<file path="src/rtl/burst_seq_pkg.sv">
package burst_seq_pkg;
  typedef enum logic [1:0] {BL_4 = 2'd0, BL_8 = 2'd1, BL_16 = 2'd2, BL_CONT = 2'd3} burst_len_e;
  typedef enum logic {ORD_LINEAR = 1'b0, ORD_INTLV = 1'b1} burst_ord_e;

  function automatic logic [4:0] burst_beats(burst_len_e len);
    case (len)
      BL_4:    return 5'd4;
      BL_8:    return 5'd8;
      BL_16:   return 5'd16;
      default: return 5'd0;
    endcase
  endfunction
endpackage

</file>
<file path="src/rtl/bseq_cfg_reg.sv">
module bseq_cfg_reg
  import burst_seq_pkg::*;
#(
  parameter int LAT_W = 4
) (
  input  logic             clk_i,
  input  logic             rst_ni,
  input  logic             we_i,
  input  logic             sync_en_i,
  input  logic             order_i,
  input  logic [1:0]       len_i,
  input  logic [LAT_W-1:0] lat_i,
  output logic             sync_en_o,
  output burst_ord_e       order_o,
  output burst_len_e       len_o,
  output logic [LAT_W-1:0] lat_o
);
  // only the system reset clears the mode; command resets never reach here
  always_ff @(posedge clk_i or negedge rst_ni) begin
    if (!rst_ni) begin
      sync_en_o <= 1'b0;
      order_o   <= ORD_LINEAR;
      len_o     <= BL_4;
      lat_o     <= '0;
    end else if (we_i) begin
      sync_en_o <= sync_en_i;
      order_o   <= burst_ord_e'(order_i);
      len_o     <= burst_len_e'(len_i);
      lat_o     <= lat_i;
    end
  end
endmodule

</file>
<file path="src/rtl/bseq_lat_ctr.sv">
module bseq_lat_ctr #(
  parameter int LAT_W = 4
) (
  input  logic             clk_i,
  input  logic             rst_ni,
  input  logic             load_i,
  input  logic [LAT_W-1:0] lat_i,
  output logic             zero_o
);
  logic [LAT_W-1:0] cnt_q;

  always_ff @(posedge clk_i or negedge rst_ni) begin
    if (!rst_ni)             cnt_q <= '0;
    else if (load_i)         cnt_q <= lat_i;
    else if (cnt_q != '0)    cnt_q <= cnt_q - 1'b1;
  end

  assign zero_o = (cnt_q == '0);
endmodule

</file>
<file path="src/rtl/bseq_addr_gen.sv">
module bseq_addr_gen
  import burst_seq_pkg::*;
#(
  parameter int ADDR_W = 16
) (
  input  logic              clk_i,
  input  logic              rst_ni,
  input  logic              load_i,
  input  logic              step_i,
  input  logic [ADDR_W-1:0] start_i,
  input  burst_ord_e        order_i,
  input  burst_len_e        len_i,
  output logic [ADDR_W-1:0] addr_o,
  output logic              last_o
);
  logic [ADDR_W-1:0] start_q, beat_q, mask, base, lin_addr, il_addr;
  burst_ord_e        ord_q;
  burst_len_e        len_q;

  always_ff @(posedge clk_i or negedge rst_ni) begin
    if (!rst_ni) begin
      start_q <= '0;
      beat_q  <= '0;
      ord_q   <= ORD_LINEAR;
      len_q   <= BL_4;
    end else if (load_i) begin
      start_q <= start_i;
      beat_q  <= '0;
      ord_q   <= order_i;
      len_q   <= len_i;
    end else if (step_i) begin
      beat_q  <= beat_q + 1'b1;
    end
  end

  // wrap mask: all ones for continuous bursts
  always_comb begin
    case (len_q)
      BL_4:    mask = ADDR_W'(4'd3);
      BL_8:    mask = ADDR_W'(4'd7);
      BL_16:   mask = ADDR_W'(4'd15);
      default: mask = '1;
    endcase
  end

  assign base     = start_q & ~mask;
  assign lin_addr = base | ((start_q + beat_q) & mask);
  assign il_addr  = base | ((start_q ^ beat_q) & mask);

  assign addr_o = (ord_q == ORD_INTLV && len_q != BL_CONT) ? il_addr : lin_addr;
  assign last_o = (len_q != BL_CONT) && (beat_q == mask);
endmodule

</file>
<file path="src/rtl/burst_read_seq.sv">
module burst_read_seq
  import burst_seq_pkg::*;
#(
  parameter int ADDR_W = 16,
  parameter int LAT_W  = 4
) (
  input  logic              clk_i,
  input  logic              rst_ni,
  input  logic              cmd_reset_i,
  input  logic              cfg_we_i,
  input  logic              cfg_sync_en_i,
  input  logic              cfg_order_i,
  input  logic [1:0]        cfg_len_i,
  input  logic [LAT_W-1:0]  cfg_lat_i,
  input  logic              ce_i,
  input  logic              oe_i,
  input  logic              adv_i,
  input  logic [ADDR_W-1:0] addr_i,
  output logic [ADDR_W-1:0] array_addr_o,
  output logic              data_valid_o
);
  logic             burst_en;
  burst_ord_e       cfg_order;
  burst_len_e       cfg_len;
  logic [LAT_W-1:0] cfg_lat;
  logic             lat_zero, last_beat, active_q;
  logic             load, kill, step;
  logic [ADDR_W-1:0] gen_addr;

  bseq_cfg_reg #(.LAT_W(LAT_W)) u_cfg (
    .clk_i     (clk_i),
    .rst_ni    (rst_ni),
    .we_i      (cfg_we_i),
    .sync_en_i (cfg_sync_en_i),
    .order_i   (cfg_order_i),
    .len_i     (cfg_len_i),
    .lat_i     (cfg_lat_i),
    .sync_en_o (burst_en),
    .order_o   (cfg_order),
    .len_o     (cfg_len),
    .lat_o     (cfg_lat)
  );

  assign kill = !ce_i || cmd_reset_i || !burst_en || (cfg_we_i && !cfg_sync_en_i);
  assign load = burst_en && ce_i && adv_i && !kill;
  assign step = active_q && lat_zero && !load && !kill;

  always_ff @(posedge clk_i or negedge rst_ni) begin
    if (!rst_ni)                active_q <= 1'b0;
    else if (kill)              active_q <= 1'b0;
    else if (load)              active_q <= 1'b1;
    else if (step && last_beat) active_q <= 1'b0;
  end

  bseq_lat_ctr #(.LAT_W(LAT_W)) u_lat (
    .clk_i  (clk_i),
    .rst_ni (rst_ni),
    .load_i (load),
    .lat_i  (cfg_lat),
    .zero_o (lat_zero)
  );

  bseq_addr_gen #(.ADDR_W(ADDR_W)) u_agen (
    .clk_i   (clk_i),
    .rst_ni  (rst_ni),
    .load_i  (load),
    .step_i  (step && !last_beat),
    .start_i (addr_i),
    .order_i (cfg_order),
    .len_i   (cfg_len),
    .addr_o  (gen_addr),
    .last_o  (last_beat)
  );

  // ce/oe gate the output without waiting for a clock
  assign array_addr_o = burst_en ? gen_addr : addr_i;
  assign data_valid_o = burst_en ? (active_q && lat_zero && ce_i && oe_i) : (ce_i && oe_i);
endmodule

</file>
<file path="config.mk">
export PLATFORM = sky130hd
export DESIGN_NAME = burst_read_seq
export DESIGN_NICKNAME = d
export VERILOG_FILES = /design/src/rtl/burst_seq_pkg.sv /design/src/rtl/bseq_cfg_reg.sv /design/src/rtl/bseq_lat_ctr.sv /design/src/rtl/bseq_addr_gen.sv /design/src/rtl/burst_read_seq.sv
export SDC_FILE = /design/constraint.sdc
export NUM_CORES = 1
export LEC_CHECK = 0
export CAP_MARGIN = 20
export CORE_MARGIN = 2
export CORE_UTILIZATION = 35
export DETAILED_ROUTE_END_ITERATION = 16
export PLACE_DENSITY = 0.68
export SYNTH_ARGS = -nofsm -noshare
export SYNTH_HDL_FRONTEND = slang
export SYNTH_SLANG_ARGS = --single-unit
export TNS_END_PERCENT = 10
</file>
<file path="constraint.sdc">
create_clock -name clk_i -period 2.9 [get_ports clk_i]
set_input_delay 0.58 -clock clk_i [delete_from_list [all_inputs] [get_ports clk_i]]
set_output_delay 0.58 -clock clk_i [all_outputs]
set_load 0.05 [all_outputs]
</file>
# Yosys cells after proc, flatten, opt, wreduce, memory -nomap -nowiden
# Index checks and enable logic that the tools add are counted.
# word_totals
out_inout_bits	17
inputBits	31
rom_bits	0
regBits	48
memories	0
latchBits	0
ram_bits	0
# op_classes
muxes	11
n_addsub	3
reduce_logical	29
order_cmp	0
eq_ne	4
div_mod_pow	0
n_shift	0
bitwise_logic	7
multipliers	0
# ops
op	count
$mux W16	4
$and A16 B16 Y16	3
$pmux W16 S3	1
$or A16 B16 Y16	2
$add A16 B1 Y16 const B	1
$add A16 B16 Y16	1
$eq A16 B16 Y1	1
$not A16 Y16	1
$xor A16 B16 Y16	1
$logic_and A1 B1 Y1	14
$mux W4	2
$logic_not A1 Y1	6
$logic_not A4 Y1	1
$mux W1	4
$reduce_bool A2 Y1	2
$reduce_bool A4 Y1	1
$sub A4 B1 Y4 const B	1
$logic_or A1 B1 Y1	3
$reduce_bool A3 Y1	1
$eq A2 B1 Y1 const B	1
$eq A2 B2 Y1 const B	1
$logic_not A2 Y1	1
$ne A2 B2 Y1 const B	1

# Depth between registers and ports, before layout
# Gate-level depths: netlist of run 1.
# depth
word_depth	13
mapped_depth	9
mapped_depth_nobuf	8

# Modules after synthesis
# A second synthesis of run 1 with hierarchy kept.
# unflattened
cells_unflattened	356
area_unflattened_um2	3534.6
# modules_own_cells
mod	seq_area_each_um2	area_each_um2	n_inst	cells_per_inst
bseq_addr_gen	875.8	2623.8	1	287
burst_read_seq	25.0	345.3	1	30
bseq_cfg_reg	200.2	331.6	1	17
bseq_lat_ctr	100.1	234.0	1	22

# Worst setup path before layout of run 1
# Ideal clock, no wire load.
# synth_timing
path_type	register to output
from	register u_agen.beat_q[0]
to	output array_addr_o[10]
t_arrival_ns	2.845
path_stages_with_launch	9
path_buffers	0
path_slack_ns	-0.525
cell_sequence	dfrtp_1 ha_1 fa_1 a211oi_1 o21ai_0 a41oi_1 xnor2_1 nand2_1 a31oi_1
# synth_between
elab_chain_cells	5
# synth_lines
item	line	text
start, declared	bseq_addr_gen.sv:16	logic [ADDR_W-1:0] start_q, beat_q, mask, base, lin_addr, il_addr;
start signal, assigned	bseq_addr_gen.sv:32	beat_q <= beat_q + 1'b1;
$add A16 B16 Y16	bseq_addr_gen.sv:47	assign lin_addr = base | ((start_q + beat_q) & mask);
$and A16 B16 Y16	bseq_addr_gen.sv:47	
$or A16 B16 Y16	bseq_addr_gen.sv:47	
$mux W16	bseq_addr_gen.sv:50	assign addr_o = (ord_q == ORD_INTLV && len_q != BL_CONT) ? il_addr : lin_addr;
$mux W16	burst_read_seq.sv:76	assign array_addr_o = burst_en ? gen_addr : addr_i;
end, declared	burst_read_seq.sv:19	output logic [ADDR_W-1:0] array_addr_o,
# Every way passes these cells.

# Worst setup path in the final report of run 1
# layout_timing
from	register u_agen.start_q[0]
to	output array_addr_o[15]
# layout_between
elab_chain_cells	5
# layout_lines
item	line	text
start, declared	bseq_addr_gen.sv:16	
start signal, assigned	bseq_addr_gen.sv:27	start_q <= start_i;
$add A16 B16 Y16	bseq_addr_gen.sv:47	
$and A16 B16 Y16	bseq_addr_gen.sv:47	
$or A16 B16 Y16	bseq_addr_gen.sv:47	
$mux W16	bseq_addr_gen.sv:50	
$mux W16	burst_read_seq.sv:76	
# Every way passes these cells.

==> flow_summary_export.csv, run 1 <==
group,metric,value,unit
clocking,max-clock-path-buffers,2,
clocking,clk_pin_slew,100,ps
clocking,cts_tree,"done",
floorplanning,initial_utilization,35.7,%
floorplanning,pin_count,48,
timing,tightest_slew,523,ps
floorplanning,die_x,101,µm
place,dp_cells,584,
outcome,violations,"negative setup slack",
timing,slew_headroom,65.1,%
finish,final_common_cell,"nand2_1",
worst_setup_path,worstPathRequired,2320,ps
clocking,cts_hold_buf,0,
worst_setup_path,startpoint,"u_agen.start_q[0]",
yosys,synth-edff-count,0,
timing,setup_ws,-425,ps
grt,grt_max_degree,33,
clocking,worstSkewPairLatency,310,ps
power,vdd_ir_drop_max,0.318,mV
power,p_clk_share,20.7,%
timing,fmax,301,MHz
yosys,synth-seq-area-share,36.7,%
finish,nFillCells,848,
clocking,h-tree-depth,2,
worst_setup_path,ff2ff_path_depth,7,
yosys,synth_seq_cells,48,
worst_setup_path,reg2reg_to,"u_agen.beat_q[13]",
place,port_buffers,47,
worst_setup_path,cpPeakStageDelay,420,ps
worst_setup_path,path_max_fanout,3,
timing,fin_crit_sh,115,%
yosys,synthTopCellsByArea,"dfrtp_1, nand2_1, ha_1, nor2_1, a21oi_1",
worst_setup_path,critical_path_arrival,2750,ps
grt,grt_overflow,0,
worst_setup_path,slowest_stage,"a2111oi_2",
grt,grt_pass1_wl,14600,µm
worst_setup_path,path_common_cell,"buf_4",
power,cellLeakagePower,2.11,nW
power,p_int,1.61,mW
routing,wl_per_cell,14.3,µm
routing,wl,8540,µm
worst_setup_path,cp-end-kind,"primary output",
finish,antenna_cells,0,
place,gp_congestion,0.863,
yosys,synthDominantCellAreaShare,36.7,%
finish,nets,537,
yosys,syn-cell-area,3270,µm²
finish,drive_above_1_share,24.4,%
clocking,clock-root-buffer,"clkbuf_8",
finish,final_cell_mix,"nand2_1, buf_4, dfrtp_1",
floorplanning,dieArea,10100,µm²
worst_setup_path,path_delay_family,"compound AO/OA/AOI/OAI gates",
floorplanning,std_cell_rows,35,
routing,dr_total_vias,3187,
grt,grt_pass1_vias,3192,
worst_setup_path,r2r-start,"u_lat.cnt_q[0]",
worst_setup_path,rrSetupSlack,430,ps
power,p_per_area,558,nW/µm²
job,max-cap-violations,0,
timing,hold_viol,0,
power,seqPwrFrac,34.3,%
yosys,postSynthAreaPerCell,8.30,µm²
finish,final_cells,599,
worst_setup_path,path_class,"flip-flop to primary output",
timing,rsz0062_at_grt,"true",
power,combinationalPowerShare,45.0,%
worst_setup_path,critPathBufInv,3,
routing,postRouteAntennaNets,0,
timing,skew,7.06,ps
clocking,cts.sinks,48,
place,post-dp-hpwl,6220,µm
outcome,outcome,"complete, but fails checks",
floorplanning,fp.dieH,101,µm
place,dpl_worst_slack,-535,ps
timing,fin_crit,3330,ps
routing,routed_via_density,5.32,
floorplanning,core_area,9150,µm²
worst_setup_path,path_cells,"ha_2 > buf_4 > a211oi_2 > o211ai_1 > a2111oi_2 > buf_4 > nor2_1 > o311a_1 > o221ai_2 > clkbuf_16",
timing,setup_violations,10,
clocking,numCtsBuffers,5,
finish,syn_to_final_growth,40.9,%
routing,dr.pass1.iters,4,
worst_setup_path,crit_path_start_kind,"flip-flop",
power,p_sw,0.956,mW
yosys,synthCells,394,
yosys,yosysWarnings,0,
grt,track_usage,17.9,%
power,switching_share,37.2,%
grt,antenna_found_initial,0,
yosys,ys.flop_type,"dfrtp_1",
yosys,async_reset_ff_share,100,%
yosys,synth_cell_types,54,
yosys,synth_nets,444,
routing,drt_iter0_drc,156,
worst_hold_path,hold_class,"input port to async pin",
yosys,yosys.area.top_type,"dfrtp_1",
timing,timing.final.max_slew_violations,0,
routing,route.detailed.drc,0,
==> synth_stat cells (3+ instances only) <==
library cell	number
nand3_1	11
xnor2_1	12
nor3_1	7
inv_1	15
a31oi_1	7
and3_1	3
a211oi_1	5
o21ai_0	20
mux2i_1	3
or3_1	7
a21o_1	3
and2_1	3
nor3b_1	4
o211ai_1	6
dfrtp_1	48
mux2_2	11
nand2_1	78
nor2_1	39
a21oi_1	28
clkbuf_1	12
xor2_1	9
ha_1	18
nand4_1	5
==> power by group through the flow <==
stage	clock network (mW)	logic [mW]	registers [mW]
floorplan	0	0.684	0.852
global placement	0	1.08	0.889
detailed placement	0	1.11	0.893
CTS	0.545	1.16	0.880
global route	0.565	1.27	0.898
finish	0.531	1.16	0.882
==> worst max-delay path by stage <==
stage | endpoint | cells past startpoint
after floorplan | array_addr_o[12] | 7
after global placement | array_addr_o[14] | 9
after detailed placement | array_addr_o[14] | 9
after CTS | array_addr_o[15] | 10
after global routing | array_addr_o[13] | 9
final | array_addr_o[15] | 10
==> cell type report <==
class / count / area [µm²] / area share, %
Clock buffer: 6 / 82.6 / 1.79
Clock inverter: 2 / 38.8 / 0.842
Inverter: 15 / 56.3 / 1.22
Multi-Input combinational cell: 314 / 2080 / 45.1
Sequential cell: 48 / 1200 / 26.1
Tap cell: 111 / 139 / 3.02
Timing Repair Buffer: 103 / 1010 / 21.9
==> routing by layer <==
metal | global-route usage [%] | up-vias | part of all wire [%]
met2 | 32.4 | 85 | 51
met4 | 4.74 | 0 | 1.2
met3 | 2.50 | 9 | 5.2
li1 | - | 1572 | -
met5 | 0 | - | 0
met1 | 22.2 | 1521 | 43
==> what timing repair did <==
item / 4_1_cts / 5_1_grt
setup buffers: 4 / 3
endpoints found under the setup margin: 13 / 13
gates resized for setup: 21 / 8
endpoints found under the hold margin: 0 / 0
pin swaps: 13 / 6
==> through the flow <==
step	power (mW)	cell area [µm²]	hold slack [ps]	TNS [ps]	utilization (%)
finish	2.57	4610	208	-2780	50.3
detailed placement	2.01	4300	464	-1570	47.0
global placement	1.97	4300	455	-1190	47.0
global route	2.73	4610	233	-4270	50.3
floorplan	1.54	3300	284	-911	-
CTS	2.59	4560	218	-2850	49.8
==> registers in the layout, indices dropped and copies added (netlist names) <==
| name | cells |
|---|---|
| u_agen.len_q | 2 |
| active_q | 1 |
| u_agen.beat_q | 16 |
| u_agen.ord_q | 1 |
| u_cfg.len_o | 2 |
| u_cfg.order_o | 1 |
| u_cfg.lat_o | 4 |
| u_agen.start_q | 16 |
| u_cfg.sync_en_o | 1 |
| u_lat.cnt_q | 4 |
==> cell families after synthesis <==
family / synth area share, %
AOI/OAI and AO/OA: 16.5
xor gates and xnor gates: 5.63
adders and majority gates: 7.50
buffers and inverters: 4.17
DFF: 36.7
muxes: 4.71
and+or+nand+nor: 24.8
(Power assumes the default switching activity.)
==> run 2, diff against run 1 <==
CORE_MARGIN = not set   (was 2)
PLACE_DENSITY = 0.54   (was 0.68)
==> flow_summary_export.csv, run 2 (synthesis results as in run 1) <==
group,metric,value,unit
finish,utilization,52.3,%
finish,biggestRegsByFlops,"u_agen.beat_q: 16 flops, u_agen.start_q: 16 flops",
routing,postRouteAntennaNets,0,
grt,grt_overflow,0,
power,p_int,1.60,mW
floorplanning,std_cell_rows,34,
routing,wl_per_cell,15.0,µm
floorplanning,initial_utilization,36.8,%
worst_setup_path,startpoint,"u_agen.beat_q[1]",
finish,antenna_cells,0,
worst_setup_path,crit_path_start_kind,"flip-flop",
place,gp_congestion,0.851,
routing,drt_iter0_drc,89,
clocking,numCtsBuffers,5,
worst_setup_path,path_depth,10,
power,seqPwrFrac,34.6,%
worst_setup_path,cpPeakStageDelay,420,ps
finish,nets,536,
routing,dr_total_vias,3102,
grt,grt_max_degree,37,
power,switching_share,38.2,%
timing,fin_crit_sh,115,%
timing,fmax,300,MHz
worst_setup_path,slowest_stage,"a2111oi_2",
power,vdd_ir_drop_max,0.305,mV
grt,busiest_layer,"met2",
power,cellLeakagePower,2.12,nW
worst_setup_path,ff2ff_path_depth,7,
floorplanning,fp.dieH,98.7,µm
worst_setup_path,reg2reg_to,"u_agen.beat_q[13]",
clocking,worstSkewPairLatency,320,ps
place,port_buffers,47,
timing,fin_crit,3330,ps
power,p_per_area,556,nW/µm²
grt,grtUsageMet3,2.70,%
grt,grt_pass1_vias,3161,
finish,final_cell_mix,"nand2_1, buf_4, dfrtp_1",
clocking,clk_pin_slew,100,ps
timing,setup_violations,10,
worst_setup_path,worstPathRequired,2320,ps
clocking,cts.sinks,48,
timing,hold_ws,167,ps
worst_setup_path,rrSetupSlack,450,ps
power,p_clk_share,20.3,%
routing,routed_via_density,5.21,
finish,nFillCells,860,
grt,grt_pass1_wl,15100,µm
power,p_sw,0.988,mW
finish,syn_to_final_growth,42.2,%
worst_setup_path,path_max_fanout,3,
worst_setup_path,path_class,"flip-flop to primary output",
clocking,cts_tree,"done",
clocking,max-clock-path-buffers,2,
outcome,outcome,"complete, but fails checks",
floorplanning,pin_count,48,
timing,timing.final.max_slew_violations,0,
timing,rsz0062_at_grt,"true",
routing,route.detailed.drc,0,
worst_setup_path,critical_path_arrival,2750,ps
power,combinationalPowerShare,45.1,%
grt,grt_use_met1,24.4,%
timing,slew_headroom,60.5,%
timing,hold_viol,0,
worst_setup_path,path_delay_family,"compound AO/OA/AOI/OAI gates",
timing,skew,14.8,ps
timing,setup_ws,-435,ps
clocking,h-tree-depth,2,
finish,drive_above_1_share,25.7,%
place,dp_cells,583,
timing,tightest_slew,591,ps
worst_setup_path,path_cells,"buf_6 > ha_4 > a211oi_4 > o211ai_1 > a2111oi_2 > buf_4 > nor2_1 > o311a_1 > o221ai_2 > clkbuf_16",
worst_setup_path,critPathBufInv,3,
finish,final_cells,595,
floorplanning,dieArea,9730,µm²
floorplanning,die_x,98.7,µm
clocking,clock-root-buffer,"clkbuf_8",
routing,dr.pass1.iters,4,
grt,globalRouteMet2Util,35.4,%
place,post-dp-hpwl,6530,µm
finish,final_common_cell,"nand2_1",
worst_setup_path,crit_path_end,"array_addr_o[15]",
worst_setup_path,cp-end-kind,"primary output",
worst_setup_path,r2r-start,"u_lat.cnt_q[0]",
routing,wl,8940,µm
grt,antenna_found_initial,0,
worst_hold_path,hold_class,"input port to async pin",
outcome,violations,"negative setup slack",
floorplanning,core_area,8890,µm²
grt,track_usage,19.6,%
job,max-cap-violations,0,
==> run 2: area by class of cell <==
type                       instances  area [µm²]  area share, %
sequential                        48        1200           25.9
timing repair buffer             102        1010           21.7
inverter                          15        56.3           1.21
clock buffer                       5        68.8           1.48
multi-input combinational        314        2130           45.8
clock inverter                     3        46.3          0.996
tap                              108         135           2.91
==> run 2: worst min-delay path by stage <==
stage             startpoint            endpoint  slack (ps)  depth (start not counted)
6_report              rst_ni  u_agen.start_q[13]         170                          1
3_5_place_dp   u_cfg.order_o        u_agen.ord_q         460                          2
2_1_floorplan         rst_ni            active_q         280                          0
4_1_cts               rst_ni  u_agen.start_q[13]         160                          1
5_1_grt               rst_ni  u_agen.start_q[11]         170                          1
3_3_place_gp   u_cfg.order_o        u_agen.ord_q         460                          2
==> run 2: power groups by stage <==
stage	Combinational [mW]	Clock (mW)	Sequential [mW]
global placement	1.10	0	0.897
floorplan	0.684	0	0.852
global route	1.28	0.576	0.913
detailed placement	1.11	0	0.902
CTS	1.14	0.544	0.890
finish	1.17	0.524	0.895
==> run 2: repair_timing <==
action,4_1_cts,5_1_grt
setup endpoints to repair,13,14
buffers inserted,2,2
gates resized for setup,19,18
pin swaps,7,12
hold buffers,0,0
==> run 2: metrics by stage <==
step	setup TNS (ps)	instance area [µm²]	setup WS (ps)	total power, mW
final	-2300	4650	-435	2.59
after global placement	-1190	4330	-435	1.99
after floorplan	-911	3300	-212	1.54
after detailed placement	-1370	4330	-498	2.02
after global routing	-3850	4650	-553	2.77
after CTS	-3340	4540	-526	2.58
==> run 2: worst reg2reg max path, cell delays in order (launching register included) <==
cell	delay [ps]
dfrtp_1	390
inv_1	110
ha_1	210
nand4bb_1	160
or4_4	550
a211o_1	430
or3_1	390
a21oi_1	140
==> run 2: layer usage <==
layer	routed length (µm)	up-vias
met1	4070	1477
met5	0	-
met2	4550	50
met4	99	0
li1	-	1566
met3	221	9
==> run 3, diff against run 2 <==
MAX_ROUTING_LAYER = met4   (was not set)
==> flow_summary_export.csv, run 3 (synthesis results as in run 1) <==
group,metric,value,unit
place,gp_congestion,0.865,
timing,setup_violations,11,
clocking,cts_hold_buf,0,
routing,dr_total_vias,3094,
power,p_per_area,556,nW/µm²
clocking,clock-root-buffer,"clkbuf_8",
finish,syn_to_final_growth,42.2,%
floorplanning,dieArea,9730,µm²
floorplanning,fp.dieH,98.7,µm
outcome,outcome,"complete, but fails checks",
worst_hold_path,hold_class,"input port to async pin",
grt,track_usage,20.2,%
routing,postRouteAntennaNets,0,
timing,setup_ws,-428,ps
timing,fin_crit,3330,ps
clocking,max-clock-path-buffers,2,
finish,nFillCells,860,
finish,multiInputGateArea,2130,µm²
timing,skew,12.5,ps
clocking,cts.sinks,48,
finish,final_cell_mix,"nand2_1, buf_4, dfrtp_1",
finish,drive_above_1_share,25.7,%
worst_setup_path,critical_path_arrival,2750,ps
worst_setup_path,crit_path_start_kind,"flip-flop",
job,max-cap-violations,0,
clocking,numCtsBuffers,5,
finish,nets,536,
power,cellLeakagePower,2.12,nW
clocking,cts_tree,"done",
finish,seq_area,1200,µm²
place,placement.cell_area,4330,µm²
floorplanning,core_area,8890,µm²
power,vdd_ir_drop_max,0.306,mV
finish,utilization,52.3,%
routing,routed_via_density,5.20,
routing,wl_per_cell,15.0,µm
worst_setup_path,path_max_fanout,3,
worst_setup_path,worstPathRequired,2320,ps
timing,hold_ws,168,ps
timing,rsz0062_at_grt,"true",
clocking,clk_pin_slew,100,ps
clocking,h-tree-depth,2,
timing,fmax,301,MHz
routing,drt_iter0_drc,86,
floorplanning,die_x,98.7,µm
grt,grt_pass1_vias,3158,
timing,slew_headroom,60.3,%
routing,dr.pass1.iters,4,
grt,grt_overflow,0,
floorplanning,initial_utilization,36.8,%
timing,hold_viol,0,
worst_setup_path,cp-end-kind,"primary output",
worst_setup_path,path_class,"flip-flop to primary output",
place,post-dp-hpwl,6530,µm
routing,wl,8940,µm
timing,timing.final.max_slew_violations,0,
finish,biggestRegsByFlops,"u_agen.beat_q: 16 flops, u_agen.start_q: 16 flops",
timing,tightest_slew,594,ps
floorplanning,pin_count,48,
routing,route.detailed.drc,0,
grt,grt_max_degree,37,
grt,grt_pass1_wl,15100,µm
outcome,violations,"negative setup slack",
clocking,worstSkewPairLatency,320,ps
timing,fin_crit_sh,115,%
place,port_buffers,47,
finish,antenna_cells,0,
grt,antenna_found_initial,0,
floorplanning,std_cell_rows,34,
finish,stdcell_area,4650,µm²
finish,final_common_cell,"nand2_1",
-- run 3: cell counts in the layout (fill, tap and decap cells not counted) --
Identical to the previous run, type by type.
-- run 3: cell type report --
class	instances	area share (%)
multi-input cells	314	45.8
flip-flops and latches	48	25.9
repair buffers	102	21.7
well taps	108	2.91
clock buffers	5	1.48
inverters	15	1.21
clock inverters	3	0.996
-- run 3: timing repair --
| item | CTS | global route |
|---|---|---|
| setup buffers | 2 | 2 |
| pin swaps | 7 | 12 |
| gates resized for setup | 19 | 18 |
| setup endpoints to repair | 13 | 14 |
-- run 3: through the flow --
step	total power [mW]	worst slack, ps	TNS (ps)	instances
2_1_floorplan	1.54	-212	-911	394
3_3_place_gp	1.99	-435	-1190	583
3_5_place_dp	2.02	-498	-1370	583
4_1_cts	2.58	-526	-3340	593
5_1_grt	2.77	-553	-3850	595
6_report	2.59	-428	-2260	595
-- run 3: power by group --
| group | internal (mW) | switching (mW) | leakage [nW] |
|---|---|---|---|
| registers | 0.778 | 0.117 | 0.616 |
| clock network | 0.260 | 0.265 | 0.0548 |
| logic | 0.559 | 0.607 | 1.45 |
-- run 3: final timing paths --
check | startpoint | end | slack, ps | cells past startpoint
max | u_agen.beat_q[1] | array_addr_o[15] | -430 | 10
min | rst_ni | u_agen.start_q[13] | 170 | 1
max reg2reg | u_lat.cnt_q[0] | u_agen.beat_q[13] | 450 | 7
min reg2reg | u_cfg.order_o | u_agen.ord_q | 490 | 2
max in group asynchronous | rst_ni | u_agen.start_q[1] | 1890 | 2
min in group clk_i | u_cfg.order_o | u_agen.ord_q | 490 | 2
-- run 3: routing by layer --
metal / vias up / GRT usage, % / routed length (µm)
met3: 11 / 2.62 / 218
li1: 1565 / - / -
met5: - / - / 0
met2: 52 / 35.4 / 4550
met1: 1466 / 24.5 / 4070
met4: 0 / 5.40 / 96
-- run 3: worst max-delay path, stage by stage, from the launching register on --
cell       delay [ps]
dfrtp_1           400
buf_6             130
ha_4              220
a211oi_4          250
o211ai_1          200
a2111oi_2         420
buf_4             180
nor2_1             40
o311a_1           310
o221ai_2           90
clkbuf_16         210
